===== src/rtl/sram_xlate_pkg.sv =====
package sram_xlate_pkg;

  localparam int BANK_W   = 8;
  localparam int OFS_W    = 16;
  localparam int BUS_AW   = BANK_W + OFS_W;
  localparam int LOW_W    = 15;
  localparam int IL_SH    = 15;
  localparam int WBANK_W  = 4;
  localparam int WBANK_SH = 13;
  localparam int LANES    = 2;
  localparam logic [BUS_AW-1:0] WIN_BASE = 24'h006000;

  typedef enum logic [1:0] {
    MODE_BANKED   = 2'd0,
    MODE_WINDOWED = 2'd1,
    MODE_WORK     = 2'd2,
    MODE_OFF      = 2'd3
  } xlate_mode_e;

endpackage


===== src/rtl/sram_xlate_lane.sv =====
module sram_xlate_lane
  import sram_xlate_pkg::*;
#(
  parameter int AW = 17
) (
  input  xlate_mode_e       mode,
  input  logic [AW-1:0]     mask,
  input  logic [BUS_AW-1:0] addr,
  output logic [AW-1:0]     ofs
);

  logic [BUS_AW-1:0] low_part;
  logic [BUS_AW-1:0] banked;
  logic [BUS_AW-1:0] work;
  logic [BUS_AW-1:0] windowed;
  logic              lane_unused;

  assign lane_unused = addr[LOW_W];

  always_comb begin
    low_part = {{(BUS_AW-LOW_W){1'b0}}, addr[LOW_W-1:0]};
    banked   = ({{(BUS_AW-BANK_W){1'b0}}, addr[BUS_AW-1:OFS_W]} << IL_SH) | low_part;
    work     = low_part - WIN_BASE;
    windowed = work + ({{(BUS_AW-WBANK_W){1'b0}}, addr[OFS_W+WBANK_W-1:OFS_W]} << WBANK_SH);
    unique case (mode)
      MODE_BANKED:   ofs = banked[AW-1:0] & mask;
      MODE_WINDOWED: ofs = windowed[AW-1:0] & mask;
      MODE_WORK:     ofs = work[AW-1:0];
      default:       ofs = '0;
    endcase
  end

endmodule


===== src/rtl/sram_cfg_hold.sv =====
module sram_cfg_hold
  import sram_xlate_pkg::*;
#(
  parameter int AW = 17
) (
  input  logic          clk,
  input  logic          rst,
  input  logic          idle,
  input  logic [1:0]    mode_in,
  input  logic [AW-1:0] mask_in,
  output xlate_mode_e   mode_q,
  output logic [AW-1:0] mask_q
);

  always_ff @(posedge clk) begin
    if (rst) begin
      mode_q <= MODE_BANKED;
      mask_q <= '0;
    end else if (idle) begin
      mode_q <= xlate_mode_e'(mode_in);
      mask_q <= mask_in;
    end
  end

endmodule


===== src/rtl/sram_mod_flag.sv =====
module sram_mod_flag (
  input  logic clk,
  input  logic rst,
  input  logic set_i,
  input  logic clr_i,
  output logic flag_q
);

  always_ff @(posedge clk) begin
    if (rst)        flag_q <= 1'b0;
    else if (set_i) flag_q <= 1'b1;
    else if (clr_i) flag_q <= 1'b0;
  end

endmodule


===== src/rtl/sram_xlate_top.sv =====
module sram_xlate_top
  import sram_xlate_pkg::*;
#(
  parameter int AW = 17
) (
  input  logic          clk,
  input  logic          rst,
  input  logic [1:0]    cfg_mode,
  input  logic [AW-1:0] cfg_mask,
  input  logic          clr_modified,
  input  logic          bus_req,
  input  logic          bus_we,
  input  logic          bus_wide,
  input  logic [23:0]   bus_addr,
  input  logic [15:0]   bus_wdata,
  output logic [15:0]   bus_rdata,
  output logic          modified,
  output logic          sram_en,
  output logic          sram_we_lo,
  output logic          sram_we_hi,
  output logic [AW-1:0] sram_addr_lo,
  output logic [AW-1:0] sram_addr_hi,
  output logic [7:0]    sram_wdata_lo,
  output logic [7:0]    sram_wdata_hi,
  input  logic [7:0]    sram_rdata_lo,
  input  logic [7:0]    sram_rdata_hi
);

  xlate_mode_e   cfg_mode_q;
  logic [AW-1:0] cfg_mask_q;
  logic [AW-1:0] lane_ofs [LANES];
  logic          write_ok;
  logic          rd_lo_q;
  logic          rd_hi_q;

  sram_cfg_hold #(.AW(AW)) u_cfg (
    .clk     (clk),
    .rst     (rst),
    .idle    (!bus_req),
    .mode_in (cfg_mode),
    .mask_in (cfg_mask),
    .mode_q  (cfg_mode_q),
    .mask_q  (cfg_mask_q)
  );

  for (genvar g = 0; g < LANES; g++) begin : g_lane
    logic [BUS_AW-1:0] lane_addr;
    assign lane_addr = bus_addr + BUS_AW'(g);
    sram_xlate_lane #(.AW(AW)) u_lane (
      .mode (cfg_mode_q),
      .mask (cfg_mask_q),
      .addr (lane_addr),
      .ofs  (lane_ofs[g])
    );
  end

  always_comb begin
    unique case (cfg_mode_q)
      MODE_BANKED, MODE_WINDOWED: write_ok = (cfg_mask_q != '0);
      MODE_WORK:                  write_ok = 1'b1;
      default:                    write_ok = 1'b0;
    endcase
  end

  assign sram_en       = bus_req && (cfg_mode_q != MODE_OFF);
  assign sram_we_lo    = bus_req && bus_we && write_ok;
  assign sram_we_hi    = sram_we_lo && bus_wide;
  assign sram_addr_lo  = lane_ofs[0];
  assign sram_addr_hi  = lane_ofs[1];
  assign sram_wdata_lo = bus_wdata[7:0];
  assign sram_wdata_hi = bus_wdata[15:8];

  always_ff @(posedge clk) begin
    if (rst) begin
      rd_lo_q <= 1'b0;
      rd_hi_q <= 1'b0;
    end else begin
      rd_lo_q <= sram_en && !bus_we;
      rd_hi_q <= sram_en && !bus_we && bus_wide;
    end
  end

  assign bus_rdata = {rd_hi_q ? sram_rdata_hi : 8'h00,
                      rd_lo_q ? sram_rdata_lo : 8'h00};

  sram_mod_flag u_mod (
    .clk    (clk),
    .rst    (rst),
    .set_i  (sram_we_lo),
    .clr_i  (clr_modified),
    .flag_q (modified)
  );

endmodule


===== config.mk =====
export PLATFORM = sky130hd
export DESIGN_NAME = sram_xlate_top
export DESIGN_NICKNAME = d
export VERILOG_FILES = /design/src/rtl/sram_xlate_pkg.sv /design/src/rtl/sram_xlate_lane.sv /design/src/rtl/sram_cfg_hold.sv /design/src/rtl/sram_mod_flag.sv /design/src/rtl/sram_xlate_top.sv
export SDC_FILE = /design/constraint.sdc
export NUM_CORES = 1
export LEC_CHECK = 0
export BUFFER_PORTS_ARGS = -buffer_cell sky130_fd_sc_hd__buf_4
export CORE_ASPECT_RATIO = 0.6
export CORE_UTILIZATION = 42
export CTS_BUF_LIST = sky130_fd_sc_hd__clkbuf_16
export DETAILED_ROUTE_END_ITERATION = 6
export GPL_TIMING_DRIVEN = 1
export PLACE_DENSITY = 0.82
export SKIP_LAST_GASP = 1
export SLEW_MARGIN = 20
export SYNTH_ARGS = -nofsm -noshare
export SYNTH_HDL_FRONTEND = slang
export SYNTH_SLANG_ARGS = --single-unit
export TNS_END_PERCENT = 50

===== constraint.sdc =====
create_clock -name clk -period 4.8 [get_ports clk]
set_clock_uncertainty 0.2 [all_clocks]
set_input_delay 0.96 -clock clk [delete_from_list [all_inputs] [get_ports clk]]
set_output_delay 0.96 -clock clk [all_outputs]
set_load 0.005 [all_outputs]

==> results of run 1 <==
metal layers:
metal / global-route usage / wire, microns / vias up
li1: - / - / 1080
met1: 0.3243 / 2918 / 1030
met2: 0.3897 / 2894 / 93
met3: 0.06504 / 545 / 6
met4: 0.03077 / 38 / 0
met5: 0 / 0 / -
worst min-delay path: stages, from the launching register on:
cell and delay (ns):
dfxtp_1 0.33, a21oi_1 0.06, nor2_1 0.07
flip-flops by register name, indices dropped and copies added, names as in the netlist:
name          flops
u_mod.flag_q      1
u_cfg.mode_q      2
rd_hi_q           1
u_cfg.mask_q     17
rd_lo_q           1
through the flow:
stage,hold slack (ns),area (sq um),worst slack (ns)
2_1_floorplan,0.2805,2103,0.4874
6_report,0.2939,3038,0.08121
4_1_cts,0.2900,2990,0.05015
5_1_grt,0.3434,3038,0.02647
3_3_place_gp,0.2704,2885,0.1613
3_5_place_dp,0.2759,2885,0.07410
final cells by class:
type	count	area, sq um	area share
Clock buffer	3	75.07	0.02471
Clock inverter	1	30.03	0.009885
Inverter	14	52.55	0.01730
Multi-Input combinational cell	204	1475	0.4856
Sequential cell	22	440.4	0.1450
Tap cell	63	78.83	0.02595
Timing Repair Buffer	118	885.9	0.2916
final timing paths:
path                   start                to  slack (ns)  cells past startpoint
max reg2reg  u_cfg.mode_q[1]           rd_hi_q        2.93                      4
min             u_mod.flag_q      u_mod.flag_q        0.29                      2
min reg2reg     u_mod.flag_q      u_mod.flag_q        0.29                      2
max              bus_addr[9]  sram_addr_hi[16]        0.08                     13
timing repair:
item,in CTS,in global routing
endpoints found under the hold margin,0,0
hold buffers,0,0
buffers inserted,0,2
resized for setup,0,4
endpoints found under the setup margin,0,2
power by group through the flow:
| stage | Combinational (W) | Sequential [W] | Clock (W) |
|---|---|---|---|
| final | 0.000204 | 0.000208 | 0.000232 |
| after global routing | 0.000222 | 0.000209 | 0.000244 |
| after CTS | 0.000200 | 0.000207 | 0.000233 |
| after detailed placement | 0.000198 | 0.000211 | 0 |
| after global placement | 0.000193 | 0.000211 | 0 |
| after floorplan | 0.000112 | 0.000203 | 0 |
cell usage in the layout, fill, tap and decap left out, types with 3 or more instances in the layout:
cell	instances
and2_1	23
ha_1	8
nor4_1	5
a21o_1	3
a21oi_1	12
nand4_1	6
nor2_1	34
o22ai_1	4
dfxtp_1	22
buf_4	118
mux2i_1	21
nand2_1	8
xnor2_1	12
a21boi_0	9
nand3_1	4
nor3_1	3
nand2b_1	13
o21ai_0	6
xor2_1	9
clkbuf_16	3
inv_1	14
kinds of logic (layout without fill, tap and decap cells):
group	Yosys count	after routing
and+or+nand+nor	108	108
AOI/OAI and AO/OA	40	40
buffers and inverters	40	136
xor gates and xnor gates	23	23
muxes	22	22
DFF	22	22
adders and majority gates	11	11
==> summary.md, run 1 <==
| Metric | Value |
|---|---|
| Max-cap violations | 0 |
| WL/cell | 15.05 microns |
| Seq/Total Area, Yosys | 0.2094 |
| Clock Tree Buf Depth | 2 |
| Area growth syn-to-layout | 44.44% |
| Post-layout util | 0.6487 |
| Antenna Cells | 0 |
| Final hold viol count | 0 |
| Synth cell types | 40 |
| List of most frequent post-synthesis cells | nor2_1 (34), and2_1 (23), dfxtp_1 (22) |
| Syn Std Cell Area | 0.002103 sq mm |
| Num ports | 151 |
| Period utilization | 0.9831 |
| CTS tree | done |
| Yosys Warn Count | 0 |
| Final cell count without fillers | 425 |
| Critical Path AT | 3.56 ns |
| Post-synthesis xor/xnor area fraction | 0.09578 |
| Final global-route overflow total | 0 |
| Fraction of power consumed by sequential logic | 0.322 |
| Die W | 93.36 microns |
| Power, Total | 0.0006439 W |
| Largest net degree at the start of global routing | 26 |
| # rows | 19 |
| Clock power frac | 0.361 |
| Startpoint Class | primary input |
| Slowest cell on crit path | nor4_4 |
| Worst hold-check path type | flip-flop to flip-flop |
| Power density over the cells | 212.0 mW/mm^2 |
| Worst path max stage delay | 0.45 ns |
| CP bufs+invs | 3 |
| Number of flops mapped to enable cells by yosys | 0 |
| Fill cell count | 415 |
| Num CTS Buffers | 3 |
| Die extent in y | 56.82 microns |
| Crit-path leading delay family | simple AND/OR/NAND/NOR gates |
| Slew @ Worst Pin | 0.8902 ns |
| Gate power share | 0.317 |
| Dominant cell type by area after synthesis | dfxtp_1 |
| Fin crit period | 4.719 ns |
| Yosys top cell area share | 0.2094 |
| Seq cells post-synth | 22 |
| Top_reg_cell synth | dfxtp_1 |
| Required time at the worst-slack endpoint | 3.64 ns |
| First-pass GRT wire length | 9963 microns |
| Initial DRC count | 142 |
| Placed Cells | 419 |
| Worst-path maximum fanout | 6 |
| PortBufs | 114 |
| Layout cells sized above 1 | 0.3646 |
| CP Capture Type | output pin |
| Final setup fails | 0 |
| Mux cell area share after synthesis | 0.1053 |
| Crit-path cells | buf_4 > nand4_1 > nor4_4 > xnor2_2 > inv_1 > ha_4 > ha_1 > a21o_1 > a21oi_1 > xnor2_1 > xnor2_1 > o21ai_0 > buf_4 |
| Max-slew violations | 0 |
| Largest cells by area after synthesis | dfxtp_1 (21%), mux2i_1 (10%), and2_1 (6.8%) |
| DR DRC count | 0 |
| Worst slew margin | 0.4065 |
| RSZ-0062 raised after global routing | false |
| Peak VDD IR | 0.1294 mV |
| Clk slew on worst S/H paths | 0.06 ns |
| Clk sinks | 22 |
| Post-Syn Nets | 358 |
| Sum Neg Setup Slack | 0 ns |
| P_sw | 0.0001717 W |
| Post-synthesis adder-cell area fraction | 0.07258 |
| Placeable Area | 0.004683 sq mm |
| Max Freq | 0.2119 GHz |
| Detailed Routing Iterations Pass 1 | 4 |
| Antenna-violating nets left | 0 |
| DP HPWL | 5137 microns |
| Vias in the first global route | 2045 |
| Later-pin clock latency in the skew report | 0.26 ns |
| Via count | 2209 |
| Async S/R FF share, synth | 0 |
| Clk root buf | clkbuf_16 |
| Outcome | finished clean |
| Mean post-synth cell area | 7.907 sq um |
| Antenna violations before repair | 0 |
| Pint | 0.0004723 W |
| Count leader, synth | nor2_1 |
| Placer Congestion | 0.9082 |
| Nets | 455 |
| Crit Path Class | primary input to output pin |
| Die area | 0.005304 sq mm |
| Via/cell ratio | 5.198 |
| Starting Density | 0.4491 |
| Drt total wl | 6396 microns |
| Gr usage total | 0.2395 |
| Gate Count Post-Synth | 266 |
| Leakage | 1.471 nW |
| Switching Fraction | 0.2666 |
| Largest family of logic cells by synthesized area | simple AND/OR/NAND/NOR gates |
| H-tree Lvls | 1 |
| Compound-Gate Fraction of Synth Area | 0.1255 |
| Simple-Gate Fraction of Synth Area | 0.2867 |
Power figures use the tool's default switching activity.
==> run 2: changes to the inputs <==
- ABC_AREA: not set -> 1
- CORE_ASPECT_RATIO: 0.6 -> 1.4
- PLACE_DENSITY: 0.82 -> 0.81
==> run 2 against run 1 <==
Area after synthesis up 5.7%. Utilization down 4.6 points. Count of clock-buffer cells in the layout unchanged. Maximum frequency up 5.1%. Power down 7.4%. Combinational power up 6%. Cell count up 27%. Setup slack better by 0.23 ns. Clock power down 25%. Non-clock buffer count down 4. Sequential cell count unchanged. Sequential power about the same. Critical endpoint unchanged. Largest cell class unchanged.
==> summary.md, run 2 <==
| Metric | Value |
|---|---|
| Antenna violations before repair | 0 (unchanged) |
| DR DRC count | 0 (unchanged) |
| Post_cts resized | 0 (unchanged) |
| Gr usage total | 0.2170 (-0.02241) |
| Async S/R FF share, synth | 0 (unchanged) |
| List of most frequent post-synthesis cells | nor2_1 (80), nand2_1 (68), inv_1 (61) |
| Required time at the worst-slack endpoint | 3.64 ns (about the same) |
| Worst slew margin | 0.6859 (+0.2794) |
| Syn Std Cell Area | 0.002222 sq mm (+5.7%) |
| Num CTS Buffers | 3 (unchanged) |
| CTS tree | done |
| Largest registers | u_cfg.mask_q: 17 flops, u_cfg.mode_q: 2 flops |
| Vias in the first global route | 2310 (+13%) |
| Crit-path cells | buf_4 > ha_1 > nand2_2 > nor2_4 > nand3_1 > o21bai_1 > nand2_1 > inv_1 > ha_1 > inv_1 > ha_1 > a21oi_1 > nand3_1 > nand2_1 > inv_1 > nand2_1 > nand3_1 > nand3_1 > nand2_1 > buf_4 |
| Slew @ Worst Pin | 0.4705 ns (-0.4197 ns) |
| Worst setup margin | 0.3102 ns (+0.2290 ns) |
| Clk slew on worst S/H paths | 0.06 ns (about the same) |
| WL/cell | 11.25 microns (-25%) |
| Nets | 567 (+25%) |
| Seq cells post-synth | 22 (unchanged) |
| Top_reg_cell synth | dfxtp_1 |
| Via/cell ratio | 4.757 (-8.5%) |
| Final hold viol count | 0 (unchanged) |
| PortBufs | 114 (unchanged) |
| Worst hold-check path type | flip-flop to flip-flop |
| RSZ-0062 raised after global routing | false |
| Worst-path maximum fanout | 6 (unchanged) |
| Max-cap violations | 0 (unchanged) |
| Postcts setup bufs | 0 (unchanged) |
| Max Freq | 0.2227 GHz (+5.1%) |
| Yosys Warn Count | 0 (unchanged) |
| Peak VDD IR | 0.1917 mV (+48%) |
| Crit Path Class | primary input to output pin |
| Die area | 0.005590 sq mm (+5.4%) |
| Placed Cells | 536 (+28%) |
| Post-Place Setup Slack | 0.3137 ns (+0.2396 ns) |
| CP bufs+invs | 5 (+2) |
| CTS hold repair buffers | 0 (unchanged) |
| Max FFs per register | 17 (unchanged) |
| Count leader, synth | nor2_1 |
| Critical Path AT | 3.33 ns (-0.23 ns) |
| Dominant cell type by area after synthesis | dfxtp_1 |
| # rows | 31 (+12) |
| Critical path depth | 20 (+7) |
| Crit-path leading delay family | simple AND/OR/NAND/NOR gates |
| R2R Path Start | u_cfg.mode_q[1] |
| Worst path max stage delay | 0.34 ns (-0.11 ns) |
| Num ports | 151 (unchanged) |
| Power, Total | 0.0005963 W (-7.4%) |
| Leakage | 1.724 nW (+17%) |
| CP Capture Type | output pin |
| Die W | 63.48 microns (-32%) |
| Max-slew violations | 0 (unchanged) |
| H-tree Lvls | 1 (unchanged) |
| Clk sinks | 22 (unchanged) |
| Area growth syn-to-layout | 38.85% |
| Outcome | finished clean |
| Largest Register | u_cfg.mask_q |
| Commonest non-fill, non-tap cells in the layout | buf_4 (114), nor2_1 (80), nand2_1 (68), inv_1 (61), o21ai_0 (33) |
| Largest cells by area after synthesis | dfxtp_1 (20%), nor2_1 (14%), nand2_1 (11%) |
| Placer Congestion | 0.8818 (-2.9%) |
| Slowest cell on crit path | ha_1 |
| Later-pin clock latency in the skew report | 0.26 ns (about the same) |
| Antenna Cells | 0 (unchanged) |
| Initial DRC count | 144 (+1.4%) |
| Largest net degree at the start of global routing | 27 (+3.8%) |
| Reg2Reg Depth | 5 (+1) |
| Final cell count without fillers | 540 (+27%) |
| Fin crit period | 4.490 ns (-0.2290 ns) |
| Detailed Routing Iterations Pass 1 | 5 (+1) |
| Post-Syn Nets | 473 (+32%) |
| Reg2Reg Setup Slack | 3.09 ns (+0.16 ns) |
| Final setup fails | 0 (unchanged) |
| Die extent in y | 88.07 microns (+55%) |
| Via count | 2569 (+16%) |
| Synth cell types | 32 (-20%) |
| Drt total wl | 6074 microns (-5.0%) |
| Worst Setup EP | sram_addr_hi[16] |
| Number of flops mapped to enable cells by yosys | 0 (unchanged) |
| DP HPWL | 5200 microns (+1.2%) |
| Final global-route overflow total | 0 (unchanged) |
| Clock Tree Buf Depth | 2 (unchanged) |
| RR Endpoint | u_mod.flag_q |
| Seq/Total Area, Yosys | 0.1982 (-0.01120) |
| First-pass GRT wire length | 9687 microns (-2.8%) |
| Period utilization | 0.9354 (-0.04770) |
| CP Launch Point | bus_addr[0] |
| Most common cell after layout, fill and taps aside | buf_4 |
| Power density over the cells | 193.3 mW/mm^2 (-8.8%) |
| Gate Count Post-Synth | 381 (+43%) |
| Antenna-violating nets left | 0 (unchanged) |
| Layout cells sized above 1 | 0.2911 (-0.07350) |
| Sum Neg Setup Slack | 0 ns (unchanged) |
| Mean post-synth cell area | 5.832 sq um (-26%) |
| Starting Density | 0.4340 (-0.01509) |
| Placeable Area | 0.005120 sq mm (+9.3%) |
| Yosys top cell area share | 0.1982 (-0.01120) |
| Clk root buf | clkbuf_16 |
| Startpoint Class | primary input |
run 2: cell types whose count changed in the layout (fill, tap and decap cells not counted), sizes merged, moves of 7 or more:
cell / change
nand2b: -13
inv: +50
nand2: +66
o21ai: +31
mux2i: -21
nor2: +56
nand3: +10
xor2: -7
xnor2: -10
a21boi: -9
and2: -23
run 2: power breakdown:
part / internal [W] / switching [W] / leakage, nW / total, W
Sequential: 0.000195 / 0.0000105 / 0.183 / 0.000206
Clock: 0.000111 / 0.0000627 / 0.0385 / 0.000174
Combinational: 0.000108 / 0.000109 / 1.50 / 0.000217
run 2: how the worst min path moves through the flow:
stage | start | end | slack, ns | depth (start not counted)
after floorplan | u_cfg.mask_q[16] | u_cfg.mask_q[16] | 0.25 | 2
after global placement | u_mod.flag_q | u_mod.flag_q | 0.25 | 2
after detailed placement | u_mod.flag_q | u_mod.flag_q | 0.26 | 2
after CTS | u_mod.flag_q | u_mod.flag_q | 0.27 | 2
after global routing | u_mod.flag_q | u_mod.flag_q | 0.31 | 2
final | u_mod.flag_q | u_mod.flag_q | 0.26 | 2
run 2: cell type report:
cell class	instances	area [sq um]
Fill cell	512	2034
Multi-Input combinational cell	270	1388
Timing Repair Buffer	114	855.8
Sequential cell	22	440.4
Inverter	64	240.2
Tap cell	66	82.58
Clock buffer	3	75.07
Clock inverter	1	3.754
run 2: stage by stage:
step                  util  hold WS, ns  instance area [sq um]
floorplan                -       0.2532                   2222
global placement    0.5872       0.2518                   3007
detailed placement  0.5872       0.2613                   3007
CTS                 0.6026       0.2693                   3085
global route        0.6026       0.3088                   3085
finish              0.6026       0.2630                   3085
run 2: worst register-to-register path, stage by stage, from the launching register on:
cell and delay (ns):
dfxtp_1 0.61, nand2_1 0.33, nand2_1 0.22, nor2_1 0.06
nand2_1 0.11, a21oi_1 0.07
run 2: layer usage:
metal	routed length, microns	vias to the layer above	global-route usage
met5	0	-	0
met4	116	0	0.1012
met3	258	9	0.02604
met2	3202	70	0.4062
met1	2496	1125	0.2418
li1	-	1365	-
run 2: cells by family after synthesis:
group                    count (synthesis)  share of synthesized area
XOR/XNOR                                 6                    0.02365
adder cells (fa/ha/maj)                 11                    0.06870
AND/OR/NAND/NOR                        195                     0.3902
AO/OA/AOI/OAI                           58                     0.1419
buffers and inverters                   89                     0.1774
flip-flops                              22                     0.1982
==> run 3: changes to the inputs <==
- CTS_BUF_LIST: sky130_fd_sc_hd__clkbuf_16 -> sky130_fd_sc_hd__clkbuf_8 sky130_fd_sc_hd__clkbuf_16
==> run 3 against run 2 <==
Final area fell by 0.77%. Cell count did not move. Via count rose by 0.35%. Clock power fell by 24%. Sequential power about the same. Critical path type unchanged. Die area unchanged. Sequential share of layout area increased by 0.11 points. Count of clock-buffer cells in the layout up 1. Utilization decreased by 0.46 points.
==> summary.md, run 3 (same netlist as run 2, synthesis figures left out) <==
| Metric | Value |
|---|---|
| Worst path max stage delay | 0.34 ns (about the same) |
| Antenna violations before repair | 0 (unchanged) |
| Fraction of power consumed by sequential logic | 0.370 (+0.025) |
| Area growth syn-to-layout | 37.78% |
| Largest registers | u_cfg.mask_q: 17 flops, u_cfg.mode_q: 2 flops |
| Period utilization | 0.9355 (about the same) |
| PortBufs | 114 (unchanged) |
| Starting Density | 0.4340 (unchanged) |
| Largest net degree at the start of global routing | 27 (unchanged) |
| Sum Neg Setup Slack | 0 ns (unchanged) |
| Antenna Cells | 0 (unchanged) |
| Clk slew on worst S/H paths | 0.08 ns (+0.02 ns) |
| Final global-route overflow total | 0 (unchanged) |
| RR Endpoint | u_mod.flag_q |
| # rows | 31 (unchanged) |
| Worst-path maximum fanout | 6 (unchanged) |
| Power density over the cells | 181.2 mW/mm^2 (-6.2%) |
| WL/cell | 11.35 microns (+0.92%) |
| Drt total wl | 6130 microns (+0.92%) |
| Worst hold-check path type | flip-flop to flip-flop |
| RSZ-0062 raised after global routing | false |
| DP HPWL | 5200 microns (unchanged) |
| Fin crit period | 4.490 ns (+0.0003620 ns) |
| Via count | 2578 (+0.35%) |
| Post_cts resized | 0 (unchanged) |
| Worst setup margin | 0.3098 ns (-0.0003620 ns) |
| Gate power share | 0.392 (+0.028) |
| Post-Place Setup Slack | 0.3137 ns (unchanged) |
| DR DRC count | 0 (unchanged) |
| Placed cell area | 0.003007 sq mm (unchanged) |
| Num ports | 151 (unchanged) |
| Layout cells sized above 1 | 0.2932 (+0.002110) |
| Fill cell count | 519 (+1.4%) |
| Max-slew violations | 0 (unchanged) |
| Switching Fraction | 0.3225 (+0.01700) |
| Design Area, Final | 0.003062 sq mm (-0.77%) |
| Final hold viol count | 0 (unchanged) |
| Nets | 567 (unchanged) |
| Worst slew margin | 0.6718 (-0.01411) |
| Die W | 63.48 microns (unchanged) |
| Antenna-violating nets left | 0 (unchanged) |
| Via/cell ratio | 4.774 (+0.35%) |
| Clock power frac | 0.238 (-0.053) |
| Placeable Area | 0.005120 sq mm (unchanged) |
| H-tree Lvls | 1 (unchanged) |
| Crit-path cells | buf_4 > ha_1 > nand2_2 > nor2_4 > nand3_1 > o21bai_1 > nand2_1 > inv_1 > ha_1 > inv_1 > ha_1 > a21oi_1 > nand3_1 > nand2_1 > inv_1 > nand2_1 > nand3_1 > nand3_1 > nand2_1 > buf_4 |
| Clk root buf | clkbuf_8 |
| Peak VDD IR | 0.1557 mV (-19%) |
| Crit-path leading delay family | simple AND/OR/NAND/NOR gates |
| Later-pin clock latency in the skew report | 0.27 ns (about the same) |
| R2R Path Start | u_cfg.mode_q[1] |
| Startpoint Class | primary input |
| Max-cap violations | 0 (unchanged) |
| Leakage | 1.714 nW (-0.57%) |
| P_sw | 0.0001789 W (-1.8%) |
| Slew @ Worst Pin | 0.4916 ns (+0.02114 ns) |
| Max Freq | 0.2227 GHz (about the same) |
| CTS hold repair buffers | 0 (unchanged) |
| Detailed Routing Iterations Pass 1 | 4 (-1) |
| Commonest non-fill, non-tap cells in the layout | buf_4 (114), nor2_1 (80), nand2_1 (68), inv_1 (61), o21ai_0 (33) |
| Min-delay src | u_mod.flag_q |
| Initial DRC count | 138 (-4.2%) |
| Pint | 0.0003759 W (-9.2%) |
| CP Capture Type | output pin |
| Reg2Reg Depth | 5 (unchanged) |
| Hold_ws | 0.2662 ns (+0.003161 ns) |
| Outcome | finished clean |
| CTS tree | done |
| Final setup fails | 0 (unchanged) |
| Reg2Reg Setup Slack | 3.07 ns (-0.02 ns) |
| Num CTS Buffers | 3 (unchanged) |
| Required time at the worst-slack endpoint | 3.64 ns (about the same) |
| Die area | 0.005590 sq mm (unchanged) |
| Largest Register | u_cfg.mask_q |
| Most common cell after layout, fill and taps aside | buf_4 |
| Postcts setup bufs | 0 (unchanged) |
| Critical Path AT | 3.33 ns (about the same) |
| Clk sinks | 22 (unchanged) |
| CP bufs+invs | 5 (unchanged) |
| First-pass GRT wire length | 9715 microns (+0.29%) |
| Die extent in y | 88.07 microns (unchanged) |
| Max FFs per register | 17 (unchanged) |
| Power, Total | 0.0005549 W (-7.0%) |
| Worst Hold End | u_mod.flag_q |
| Slowest cell on crit path | ha_1 |
| Placer Congestion | 0.8818 (unchanged) |
| Worst hold path depth | 2 (unchanged) |
| Crit Path Class | primary input to output pin |
| Vias in the first global route | 2315 (+0.22%) |
| Clock Tree Buf Depth | 2 (unchanged) |
| Gr usage total | 0.2156 (-0.001420) |
run 3: how the worst max path moves through the flow:
stage / start / endpoint / slack (ns) / cells past startpoint
2_1_floorplan: bus_addr[0] / sram_addr_hi[16] / 0.85 / 19
4_1_cts: bus_addr[0] / sram_addr_hi[16] / 0.31 / 20
6_report: bus_addr[0] / sram_addr_hi[16] / 0.31 / 20
5_1_grt: bus_addr[0] / sram_addr_hi[16] / 0.10 / 21
3_3_place_gp: bus_addr[0] / sram_addr_hi[16] / 0.37 / 20
3_5_place_dp: bus_addr[0] / sram_addr_hi[16] / 0.31 / 20
run 3: through the flow:
step | utilization | std cells
2_1_floorplan | - | 381
3_3_place_gp | 0.5872 | 536
3_5_place_dp | 0.5872 | 536
4_1_cts | 0.5980 | 540
5_1_grt | 0.5980 | 540
6_report | 0.5980 | 540
run 3: final cells by class:
type                    instances  area [sq um]  share of cell area
clock buffers                   4         55.05             0.01798
inverters                      64         240.2             0.07846
multi-input cells             270          1388              0.4532
flip-flops and latches         22         440.4              0.1438
well taps                      66         82.58             0.02697
repair buffers                114         855.8              0.2795
run 3: worst register-to-register path, delay by kind of cell (launching register included):
family	cells	cell delay, ns
AOI/OAI and AO/OA	1	0.07
DFF	1	0.63
and+or+nand+nor	4	0.73
run 3: metal layers:
layer | routed length, microns | up-vias | global-route usage
li1 | - | 1363 | -
met3 | 254 | 9 | 0.01432
met4 | 113 | 0 | 0.1012
met2 | 3228 | 67 | 0.4043
met1 | 2534 | 1139 | 0.2463
met5 | 0 | - | 0
run 3: power groups by stage:
stage	Combinational, W	Sequential, W	Clock [W]
4_1_cts	0.000218	0.000205	0.000135
2_1_floorplan	0.000118	0.000206	0
3_3_place_gp	0.000213	0.000209	0
3_5_place_dp	0.000217	0.000210	0
6_report	0.000217	0.000205	0.000132
5_1_grt	0.000244	0.000208	0.000141
